File: config.mk
export PLATFORM = sky130hd
export DESIGN_NAME = vc_cache_top
export DESIGN_NICKNAME = d
export VERILOG_FILES = /design/src/rtl/vc_cache_pkg.sv /design/src/rtl/vc_dm_array.sv /design/src/rtl/vc_victim_buf.sv /design/src/rtl/vc_cache_top.sv
export SDC_FILE = /design/constraint.sdc
export NUM_CORES = 1
export LEC_CHECK = 0
export ABC_AREA = 0
export BUFFER_PORTS_ARGS = -buffer_cell sky130_fd_sc_hd__buf_2
export CELL_PAD_IN_SITES_DETAIL_PLACEMENT = 0
export CELL_PAD_IN_SITES_GLOBAL_PLACEMENT = 1
export CORE_ASPECT_RATIO = 1.5
export CORE_MARGIN = 3
export CORE_UTILIZATION = 25
export DETAILED_ROUTE_END_ITERATION = 10
export GPL_TIMING_DRIVEN = 0
export PLACE_DENSITY = 0.53
export SETUP_SLACK_MARGIN = 0.3
export SKIP_LAST_GASP = 1
export SYNTH_ARGS = -nofsm -noshare
export SYNTH_HDL_FRONTEND = slang
export SYNTH_SLANG_ARGS = --single-unit
File: constraint.sdc
create_clock -name clk -period 9.6 [get_ports clk]
set_input_delay 1.92 -clock clk [delete_from_list [all_inputs] [get_ports clk]]
set_output_delay 1.92 -clock clk [all_outputs]
set_load 0.02 [all_outputs]
File: src/rtl/vc_cache_pkg.sv
package vc_cache_pkg;
    typedef enum logic [1:0] {
        ST_LOOK  = 2'd0,
        ST_SWAP  = 2'd1,
        ST_FILL  = 2'd2,
        ST_DRAIN = 2'd3
    } vc_state_e;

    // width of an entry index; a single entry still needs one bit
    function automatic int vc_sel_w(input int n);
        return (n > 1) ? $clog2(n) : 1;
    endfunction
endpackage

File: src/rtl/vc_dm_array.sv
module vc_dm_array #(
    parameter int ADDR_W = 10,
    parameter int DATA_W = 16,
    parameter int IDX_W  = 3,
    localparam int TAG_W = ADDR_W - IDX_W,
    localparam int SETS  = 1 << IDX_W
) (
    input  logic              clk,
    input  logic              rst_n,
    input  logic [ADDR_W-1:0] look_addr,
    output logic              hit,
    output logic              line_valid,
    output logic              line_dirty,
    output logic [ADDR_W-1:0] line_addr,
    output logic [DATA_W-1:0] line_data,
    input  logic              wen,
    input  logic              wdirty,
    input  logic [ADDR_W-1:0] waddr,
    input  logic [DATA_W-1:0] wdata
);
    logic [SETS-1:0]   valid_q;
    logic [SETS-1:0]   dirty_q;
    logic [TAG_W-1:0]  tag_q  [SETS];
    logic [DATA_W-1:0] data_q [SETS];

    logic [IDX_W-1:0] rd_idx;
    logic [IDX_W-1:0] wr_idx;

    assign rd_idx     = look_addr[IDX_W-1:0];
    assign wr_idx     = waddr[IDX_W-1:0];
    assign line_valid = valid_q[rd_idx];
    assign line_dirty = dirty_q[rd_idx];
    assign line_addr  = {tag_q[rd_idx], rd_idx};
    assign line_data  = data_q[rd_idx];
    assign hit        = valid_q[rd_idx] && (tag_q[rd_idx] == look_addr[ADDR_W-1:IDX_W]);

    always_ff @(posedge clk or negedge rst_n) begin
        if (!rst_n) begin
            valid_q <= '0;
            dirty_q <= '0;
        end else if (wen) begin
            valid_q[wr_idx] <= 1'b1;
            dirty_q[wr_idx] <= wdirty;
        end
    end

    always_ff @(posedge clk) begin
        if (wen) begin
            tag_q[wr_idx]  <= waddr[ADDR_W-1:IDX_W];
            data_q[wr_idx] <= wdata;
        end
    end
endmodule

File: src/rtl/vc_victim_buf.sv
module vc_victim_buf
    import vc_cache_pkg::*;
#(
    parameter int ADDR_W = 10,
    parameter int DATA_W = 16,
    parameter int VC_N   = 4,
    localparam int SEL_W = vc_sel_w(VC_N)
) (
    input  logic              clk,
    input  logic              rst_n,
    input  logic [ADDR_W-1:0] look_addr,
    output logic [VC_N-1:0]   hit_vec,
    output logic              hit,
    output logic [SEL_W-1:0]  hit_idx,
    output logic [DATA_W-1:0] hit_data,
    output logic              hit_dirty,
    output logic [SEL_W-1:0]  alloc_idx,
    output logic              alloc_valid,
    output logic              alloc_dirty,
    output logic [ADDR_W-1:0] alloc_addr,
    output logic [DATA_W-1:0] alloc_data,
    input  logic              wen,
    input  logic [SEL_W-1:0]  widx,
    input  logic              wvalid,
    input  logic              wdirty,
    input  logic [ADDR_W-1:0] waddr,
    input  logic [DATA_W-1:0] wdata
);
    logic [VC_N-1:0]   valid_q;
    logic [VC_N-1:0]   dirty_q;
    logic [ADDR_W-1:0] addr_q [VC_N];
    logic [DATA_W-1:0] data_q [VC_N];
    logic [SEL_W-1:0]  age_q  [VC_N];   // 0 = most recent, VC_N-1 = oldest

    for (genvar g = 0; g < VC_N; g++) begin : g_cmp
        assign hit_vec[g] = valid_q[g] && (addr_q[g] == look_addr);
    end

    assign hit = |hit_vec;

    always_comb begin
        hit_idx = '0;
        for (int i = 0; i < VC_N; i++) begin
            if (hit_vec[i]) hit_idx = SEL_W'(i);
        end
    end

    assign hit_data  = data_q[hit_idx];
    assign hit_dirty = dirty_q[hit_idx];

    // empty entry first (lowest index), otherwise the oldest one
    always_comb begin
        logic found;
        found     = 1'b0;
        alloc_idx = '0;
        for (int i = 0; i < VC_N; i++) begin
            if (!found && !valid_q[i]) begin
                alloc_idx = SEL_W'(i);
                found     = 1'b1;
            end
        end
        if (!found) begin
            for (int i = 0; i < VC_N; i++) begin
                if (age_q[i] == SEL_W'(VC_N - 1)) alloc_idx = SEL_W'(i);
            end
        end
    end

    assign alloc_valid = valid_q[alloc_idx];
    assign alloc_dirty = dirty_q[alloc_idx];
    assign alloc_addr  = addr_q[alloc_idx];
    assign alloc_data  = data_q[alloc_idx];

    always_ff @(posedge clk or negedge rst_n) begin
        if (!rst_n) begin
            valid_q <= '0;
            dirty_q <= '0;
            for (int i = 0; i < VC_N; i++) age_q[i] <= SEL_W'(i);
        end else if (wen) begin
            valid_q[widx] <= wvalid;
            dirty_q[widx] <= wdirty;
            for (int i = 0; i < VC_N; i++) begin
                if (SEL_W'(i) == widx)          age_q[i] <= '0;
                else if (age_q[i] < age_q[widx]) age_q[i] <= age_q[i] + 1'b1;
            end
        end
    end

    always_ff @(posedge clk) begin
        if (wen) begin
            addr_q[widx] <= waddr;
            data_q[widx] <= wdata;
        end
    end
endmodule

File: src/rtl/vc_cache_top.sv
module vc_cache_top
    import vc_cache_pkg::*;
#(
    parameter int ADDR_W = 10,
    parameter int DATA_W = 16,
    parameter int IDX_W  = 3,
    parameter int VC_N   = 4,
    localparam int SEL_W = vc_sel_w(VC_N)
) (
    input  logic              clk,
    input  logic              rst_n,
    input  logic              req_valid,
    input  logic              req_write,
    input  logic [ADDR_W-1:0] req_addr,
    input  logic [DATA_W-1:0] req_wdata,
    output logic              ready,
    output logic              hit,
    output logic [DATA_W-1:0] rdata,
    output logic              refill_req,
    output logic [ADDR_W-1:0] refill_addr,
    input  logic              refill_valid,
    input  logic [DATA_W-1:0] refill_data,
    output logic              wb_valid,
    input  logic              wb_ready,
    output logic [ADDR_W-1:0] wb_addr,
    output logic [DATA_W-1:0] wb_data
);
    vc_state_e state_q, state_d;

    logic [ADDR_W-1:0] lat_addr_q;
    logic              lat_write_q;
    logic [DATA_W-1:0] lat_wdata_q;
    logic [ADDR_W-1:0] wb_addr_q;
    logic [DATA_W-1:0] wb_data_q;

    logic [ADDR_W-1:0] look_addr;
    logic              m_hit, m_valid, m_dirty;
    logic [ADDR_W-1:0] m_addr;
    logic [DATA_W-1:0] m_data;
    logic              m_wen, m_wdirty;
    logic [ADDR_W-1:0] m_waddr;
    logic [DATA_W-1:0] m_wdata;

    logic [VC_N-1:0]   v_hit_vec;
    logic              v_hit, v_hit_dirty;
    logic [SEL_W-1:0]  v_hit_idx, v_alloc_idx;
    logic [DATA_W-1:0] v_hit_data, v_alloc_data;
    logic              v_alloc_valid, v_alloc_dirty;
    logic [ADDR_W-1:0] v_alloc_addr;
    logic              v_wen;
    logic [SEL_W-1:0]  v_widx;

    logic in_look, fill_now, drop_dirty;

    assign in_look    = (state_q == ST_LOOK);
    assign look_addr  = in_look ? req_addr : lat_addr_q;
    assign fill_now   = (state_q == ST_FILL) && refill_valid;
    assign drop_dirty = fill_now && m_valid && v_alloc_valid && v_alloc_dirty;

    vc_dm_array #(.ADDR_W(ADDR_W), .DATA_W(DATA_W), .IDX_W(IDX_W)) dm_i (
        .clk(clk), .rst_n(rst_n), .look_addr(look_addr),
        .hit(m_hit), .line_valid(m_valid), .line_dirty(m_dirty),
        .line_addr(m_addr), .line_data(m_data),
        .wen(m_wen), .wdirty(m_wdirty), .waddr(m_waddr), .wdata(m_wdata)
    );

    vc_victim_buf #(.ADDR_W(ADDR_W), .DATA_W(DATA_W), .VC_N(VC_N)) vb_i (
        .clk(clk), .rst_n(rst_n), .look_addr(look_addr),
        .hit_vec(v_hit_vec), .hit(v_hit), .hit_idx(v_hit_idx),
        .hit_data(v_hit_data), .hit_dirty(v_hit_dirty),
        .alloc_idx(v_alloc_idx), .alloc_valid(v_alloc_valid), .alloc_dirty(v_alloc_dirty),
        .alloc_addr(v_alloc_addr), .alloc_data(v_alloc_data),
        .wen(v_wen), .widx(v_widx), .wvalid(m_valid), .wdirty(m_dirty),
        .waddr(m_addr), .wdata(m_data)
    );

    // state register
    always_ff @(posedge clk or negedge rst_n) begin
        if (!rst_n) state_q <= ST_LOOK;
        else        state_q <= state_d;
    end

    // next state
    always_comb begin
        state_d = state_q;
        unique case (state_q)
            ST_LOOK:  if (req_valid && !m_hit) state_d = v_hit ? ST_SWAP : ST_FILL;
            ST_SWAP:  state_d = ST_LOOK;
            ST_FILL:  if (refill_valid) state_d = drop_dirty ? ST_DRAIN : ST_LOOK;
            ST_DRAIN: if (wb_ready) state_d = ST_LOOK;
        endcase
    end

    // request and write-back holding registers
    always_ff @(posedge clk or negedge rst_n) begin
        if (!rst_n) begin
            lat_addr_q  <= '0;
            lat_write_q <= 1'b0;
            lat_wdata_q <= '0;
            wb_addr_q   <= '0;
            wb_data_q   <= '0;
        end else begin
            if (in_look && req_valid && !m_hit) begin
                lat_addr_q  <= req_addr;
                lat_write_q <= req_write;
                lat_wdata_q <= req_wdata;
            end
            if (drop_dirty) begin
                wb_addr_q <= v_alloc_addr;
                wb_data_q <= v_alloc_data;
            end
        end
    end

    // outputs and array write controls
    always_comb begin
        ready       = in_look;
        hit         = in_look && req_valid && (m_hit || v_hit);
        rdata       = m_hit ? m_data : v_hit_data;
        refill_req  = (state_q == ST_FILL);
        refill_addr = lat_addr_q;
        wb_valid    = (state_q == ST_DRAIN);
        wb_addr     = wb_addr_q;
        wb_data     = wb_data_q;

        m_wen    = 1'b0;
        m_waddr  = lat_addr_q;
        m_wdata  = refill_data;
        m_wdirty = 1'b0;
        v_wen    = 1'b0;
        v_widx   = v_hit_idx;

        unique case (state_q)
            ST_LOOK: begin
                if (req_valid && m_hit && req_write) begin
                    m_wen    = 1'b1;
                    m_waddr  = req_addr;
                    m_wdata  = req_wdata;
                    m_wdirty = 1'b1;
                end
            end
            ST_SWAP: begin
                m_wen    = 1'b1;
                m_wdata  = lat_write_q ? lat_wdata_q : v_hit_data;
                m_wdirty = lat_write_q || v_hit_dirty;
                v_wen    = 1'b1;
            end
            ST_FILL: begin
                m_wen  = refill_valid;
                v_wen  = refill_valid && m_valid;
                v_widx = v_alloc_idx;
            end
            ST_DRAIN: ;
        endcase
    end
endmodule

# [Word level (Yosys, flattened, before mapping)]
# Memories as Yosys holds them, arrays and structs flattened. A register that Yosys moved wholly into a read port is not among the register bits.
# Index checks and enable logic that the tools add are counted.
[classes] n_addsub=4 n_mul=0 div=0 magnitude_cmp=12 n_eq_ne=18 shift=0 mux=65 n_bitwise=2 reduce_logical=43
[ops] operator="$mux 2" n=25
[ops] operator="$mux 16" n=3
[ops] operator="$eq 10x10->1" n=4
[ops] operator="$pmux 16 s2" n=1
[ops] operator="$mux 10" n=3
[ops] operator="$logic_and 1x1->1" n=21
[ops] operator="$mux 1" n=18
[ops] operator="$eq 2x2->1 const B" n=6
[ops] operator="$lt 2x3->1 const B" n=3
[ops] operator="$add 2x1->2 const B" n=4
[ops] operator="$bwmux 4" n=2
[ops] operator="$bwmux 8" n=1
[ops] operator="$logic_not 1->1" n=8
[ops] operator="$lt 2x2->1" n=4
[ops] operator="$lt 3x4->1 const B" n=2
[ops] operator="$or 8x8->8" n=1
[ops] operator="$pmux 2 s4" n=1
[ops] operator="$reduce_and 2->1" n=4
[ops] operator="$reduce_bool 2->1" n=4
[ops] operator="$eq 7x7->1" n=1
[ops] operator="$bmux 1 s2" n=3
[ops] operator="$bmux 1 s3" n=2
[ops] operator="$ne 2x1->1 const B" n=3
[ops] operator="$bmux 2 s2" n=1
[ops] operator="15 further kinds" n=19
[word_totals] regBits=61 latch_bits=0 mem_bits_rw=288 rom_bits=0 output_inout_bits=56 memories=4
[memory_table] memory="dm_i.data_q" words=8 word_bits=16 read_ports=1 rd_ports_with_merged_regs=0 write_ports=1 line="vc_dm_array.sv:24" rtl="logic [DATA_W-1:0] data_q [SETS];"
[memory_table] memory="vb_i.data_q" words=4 word_bits=16 read_ports=2 rd_ports_with_merged_regs=1 write_ports=1 line="vc_victim_buf.sv:32" rtl="logic [DATA_W-1:0] data_q [VC_N];"
[memory_table] memory="dm_i.tag_q" words=8 word_bits=7 read_ports=1 rd_ports_with_merged_regs=0 write_ports=1 line="vc_dm_array.sv:23" rtl="logic [TAG_W-1:0] tag_q [SETS];"
[memory_table] memory="vb_i.addr_q" words=4 word_bits=10 read_ports=5 rd_ports_with_merged_regs=1 write_ports=1 line="vc_victim_buf.sv:31" rtl="logic [ADDR_W-1:0] addr_q [VC_N];"

# [Longest topological paths before layout]
[depth] ltp_word=22 mapped_depth=17 ltp_nobuf=12

# [Cells and area by module]
# From an unflattened synthesis, not the netlist that was laid out.
[hier_totals] hier_cells=1061 area_unflattened_um2=17072.6
[by_module_without_submodules] mod="vc_dm_array" instances=1 cells_each=349 area_per_inst_um2=7808.7 seq_area_each_um2=5925.7
[by_module_without_submodules] mod="vc_victim_buf" instances=1 cells_each=444 area_per_inst_um2=6079.6 seq_area_each_um2=3528.4
[by_module_without_submodules] mod="vc_cache_top" instances=1 cells_each=268 area_per_inst_um2=3184.3 seq_area_each_um2=1376.3

# [Worst setup path before layout]
# Ideal clock, no wire load.
[synth_path] path_kind="input to output" start="input req_addr[0]" end="output rdata[10]" arrival_time_ns=4.360 required_ns=7.680 path_slack_ns=3.320 path_stages=10 path_buffers=2 cell_sequence="mux2i_2 buf_4 mux4_2 nor2_1 a21oi_2 xor2_1 nand2_1 nor3_4 buf_2 mux2_2"
[synth_lines] element="start: declaration" line="vc_cache_top.sv:14" rtl="input logic [ADDR_W-1:0] req_addr,"
[synth_lines] element="$mux 10" line="vc_cache_top.sv:56" rtl="assign look_addr = in_look ? req_addr : lat_addr_q;"
[synth_lines] element="$mem_v2 8x7"
[synth_lines] element="named net dm_i.line_addr[9]" line="vc_dm_array.sv:14" rtl="output logic [ADDR_W-1:0] line_addr,"
[synth_lines] element="$eq 7x7->1" line="vc_dm_array.sv:35" rtl="assign hit = valid_q[rd_idx] && (tag_q[rd_idx] == look_addr[ADDR_W-1:IDX_W]);"
[synth_lines] element="$logic_and 1x1->1" line="vc_dm_array.sv:35"
[synth_lines] element="$mux 16" line="vc_cache_top.sv:119" rtl="rdata = m_hit ? m_data : v_hit_data;"
[synth_lines] element="end: declaration" line="vc_cache_top.sv:18" rtl="output logic [DATA_W-1:0] rdata,"
# The timed path passes the listed nets, and every way through them passes these cells. The select of a mux whose other input is x is not followed.

# [Worst setup path in the final report]
[layout_path] start="input req_addr[1]" end="output rdata[14]"
# The elaborated chain is that of the path after synthesis.

==> impl_metrics.yaml <==
outcome:
  status: "finished clean"
power:
  p_int_mw: 4.06
  p_switching_mw: 2.79
  p_leak_nw: 7.87
  power_frac_seq_pct: 34.6
  power.total_mw: 6.85
  pwr_density_cell_nw_per_um2: 321
  swShare_pct: 40.8
  combPwrFrac_pct: 41.8
  clockPowerShare_pct: 23.6
  vdd_drop_max_v: 0.000124
worst_hold_path:
  hp-class: "reg -> reg"
routing:
  firstDrtPassIters: 5
  wirelength_mm: 61.1
  drt_iter0_markers: 778
  drc_errors: 0
  ant_nets: 0
  vias_per_cell: 4.83
  vias: 12345
  wl_per_cell_um: 23.9
yosys:
  avgSynthCellArea_sq_um: 12.4
  synth_top_area_share_pct: 47.8
  yosysWarnings: 0
  yosysTopAreaCell: "edfxtp_1"
  synth_cell_types: 89
  synthFlopType: "edfxtp_1"
  yosysMostFrequentCell: "edfxtp_1"
  async_reset_ff_share_pct: 23.2
  syn_inst: 1457
  synth_edf_count: 288
  synth_seq_cells: 375
  ys_top_cells_by_area: "edfxtp_1 (48%), dfrtp_1 (11%), mux2_2 (5.8%)"
  seq_area_frac_synth_pct: 59.9
  synth_fp_nets: 1514
  synth_common_cells: "edfxtp_1 (288), nand2_1 (248), mux2_2 (93)"
  netlist_area_sq_um: 18100
floorplanning:
  io_pins: 104
  start_util_pct: 25.3
  die_h_um: 335
  die_w_um: 226
  die_area_sq_um: 75600
  coreArea_sq_um: 71500
  std_cell_rows: 120
layout:
  layout-drive-gt1-share_pct: 21.3
  area_delta_synth_final_pct: 18.0
  final_nets: 1668
  fin_area_sq_um: 21300
setup_path:
  worst_setup_path_start_kind: "primary input"
  cp_top_family: "multiplexers"
  cpMostUsedCell: "buf_2"
  path_max_fanout: 10
  critical_path_required_ps: 7680
  worst_setup_path_end_kind: "primary output"
  slowest_stage: "nor3_4"
  crit_type: "in -> out"
  critPathBufInv: 4
  cpPeakStageDelay_ps: 640
  arrival_ps: 5730
  cp_cell_sequence: "buf_2 > mux2i_2 > buf_2 > mux4_2 > nor2_1 > a21oi_2 > xor2_1 > nand2_1 > nor3_4 > buf_2 > mux2_2 > buf_2"
cts:
  clock_path_buffers: 3
  cts_sinks: 375
  cts_resized: 0
  cts_root_buf: "clkbuf_16"
  ctsHtreeMaxLevel: 2
  cts.clk_slew.worst_paths_ps: 60
  cts_hold_buf: 0
  cts-buffers-inserted: 39
  cts_tree: "yes"
  postCtsSetupBuffers: 0
  clk_latency_ps: 560
run:
  maxCapViolCount: 0
placement:
  dp_hpwl_mm: 44.7
  gp_congestion: 0.878
  portBuffers: 103
  post_dp_cell_area_sq_um: 19900
  dp_slack_ps: 1940
global_routing:
  grt_pass1_wl_mm: 87.7
  grt_max_degree: 50
  grt_pass1_vias: 12615
  antenna_found_initial: 2
  grtUsageTotal_pct: 15.8
  grt_remaining_overflow: 0
timing:
  hold_viol_final: 0
  period_minus_slack_ps: 7650
  rsz0062_at_grt: "false"
  relSlewSlack_pct: 6.74
  tightestPinTransition_ps: 1400
  drv_slew: 0
  tns_ps: 0
  max_freq_ghz: 0.131
  setup_viol: 0
  setup_ws_ps: 1950
  final_min_period_over_clock_period_pct: 79.7
  fin_skew_ps: 16.6
worst min-delay path, cell delays in order, from the launching register on:
cell and delay, ps:
dfrtp_1 330, inv_1 60, nand2_1 50
power by group through the flow:
stage | Sequential, mW | Clock, mW | Combinational [mW]
floorplan | 2.44 | 0 | 1.73
global placement | 2.40 | 0 | 2.83
detailed placement | 2.41 | 0 | 2.88
CTS | 2.37 | 1.65 | 2.89
global route | 2.41 | 1.71 | 3.09
finish | 2.37 | 1.61 | 2.86
state kept, by name (all words and copies together) (netlist names):
signal	count
wb_addr	10
vb_i.age_q	8
state_q	2
vb_i.addr_q	40
vb_i.data_q	64
lat_write_q	1
wb_data	16
refill_addr	10
dm_i.valid_q	8
vb_i.dirty_q	4
lat_wdata_q	16
dm_i.data_q	128
dm_i.tag_q	56
vb_i.valid_q	4
dm_i.dirty_q	8
stage by stage:
step	instances	hold WS (ps)	util (%)
after floorplan	1457	423	-
after global placement	2475	444	27.6
after detailed placement	2483	446	27.9
after CTS	2555	470	29.8
after global routing	2557	486	29.9
final	2558	472	29.9
kinds of logic (layout without fill, tap and decap cells):
group	after synthesis	in the layout	synth area share (%)
simple gates	434	434	11.3
flops	375	375	59.9
compound gates	295	295	12.1
mux	165	165	10.5
buf+inv	134	319	3.32
xor+xnor	45	45	2.18
fa+ha+maj	9	9	0.623
other cells	0	1	0
layer usage:
metal	GRT usage, %	part of all wire [%]
met2	30.2	54
met4	5.24	3.0
met1	18.3	40
met5	0	0.021
met3	1.58	2.9
area by class of cell:
cell class	instances	area, sq um
Buffer	92	443
Timing Repair Buffer	113	756
Multi-Input combinational cell	948	6670
Sequential cell	375	10800
Tap cell	915	1140
Clock inverter	25	295
Inverter	42	158
Antenna cell	1	2.50
Fill cell	7307	50100
Clock buffer	47	1040
layout by cell type (no fill, tap or decap), types with 6 or more instances in the layout:
cell / n
bufinv_16: 6
nand3_1: 50
clkinv_2: 9
buf_16: 7
dfrtp_1: 83
buf_2: 120
nor4_1: 10
o31ai_1: 6
mux2_2: 93
nor2_1: 30
buf_4: 8
nand2b_1: 26
nor2b_1: 9
o21ai_0: 55
a21oi_1: 38
and2_1: 8
xnor2_1: 36
a211oi_1: 24
buf_1: 9
nor3_1: 11
a21o_1: 11
and3_1: 7
xor2_1: 9
edfxtp_1: 288
nor3b_1: 6
a221o_1: 16
nand2_1: 248
mux2i_1: 56
mux2i_4: 8
a32oi_1: 6
o211a_1: 18
ha_1: 9
o211ai_1: 48
clkbuf_16: 40
clkbuf_1: 58
inv_1: 40
worst paths after layout:
check,from,to,slack (ps),cells past startpoint
max,req_addr[1],rdata[14],1950,12
min,dm_i.valid_q[7],dm_i.valid_q[7],470,2
max reg2reg,state_q[1],dm_i.data_q[1][14],4110,14
min reg2reg,dm_i.valid_q[7],dm_i.valid_q[7],470,2
max in group asynchronous,rst_n,vb_i.age_q[1],7470,2
min in group asynchronous,rst_n,wb_data[10],1370,1
(Power assumes the default switching activity.)
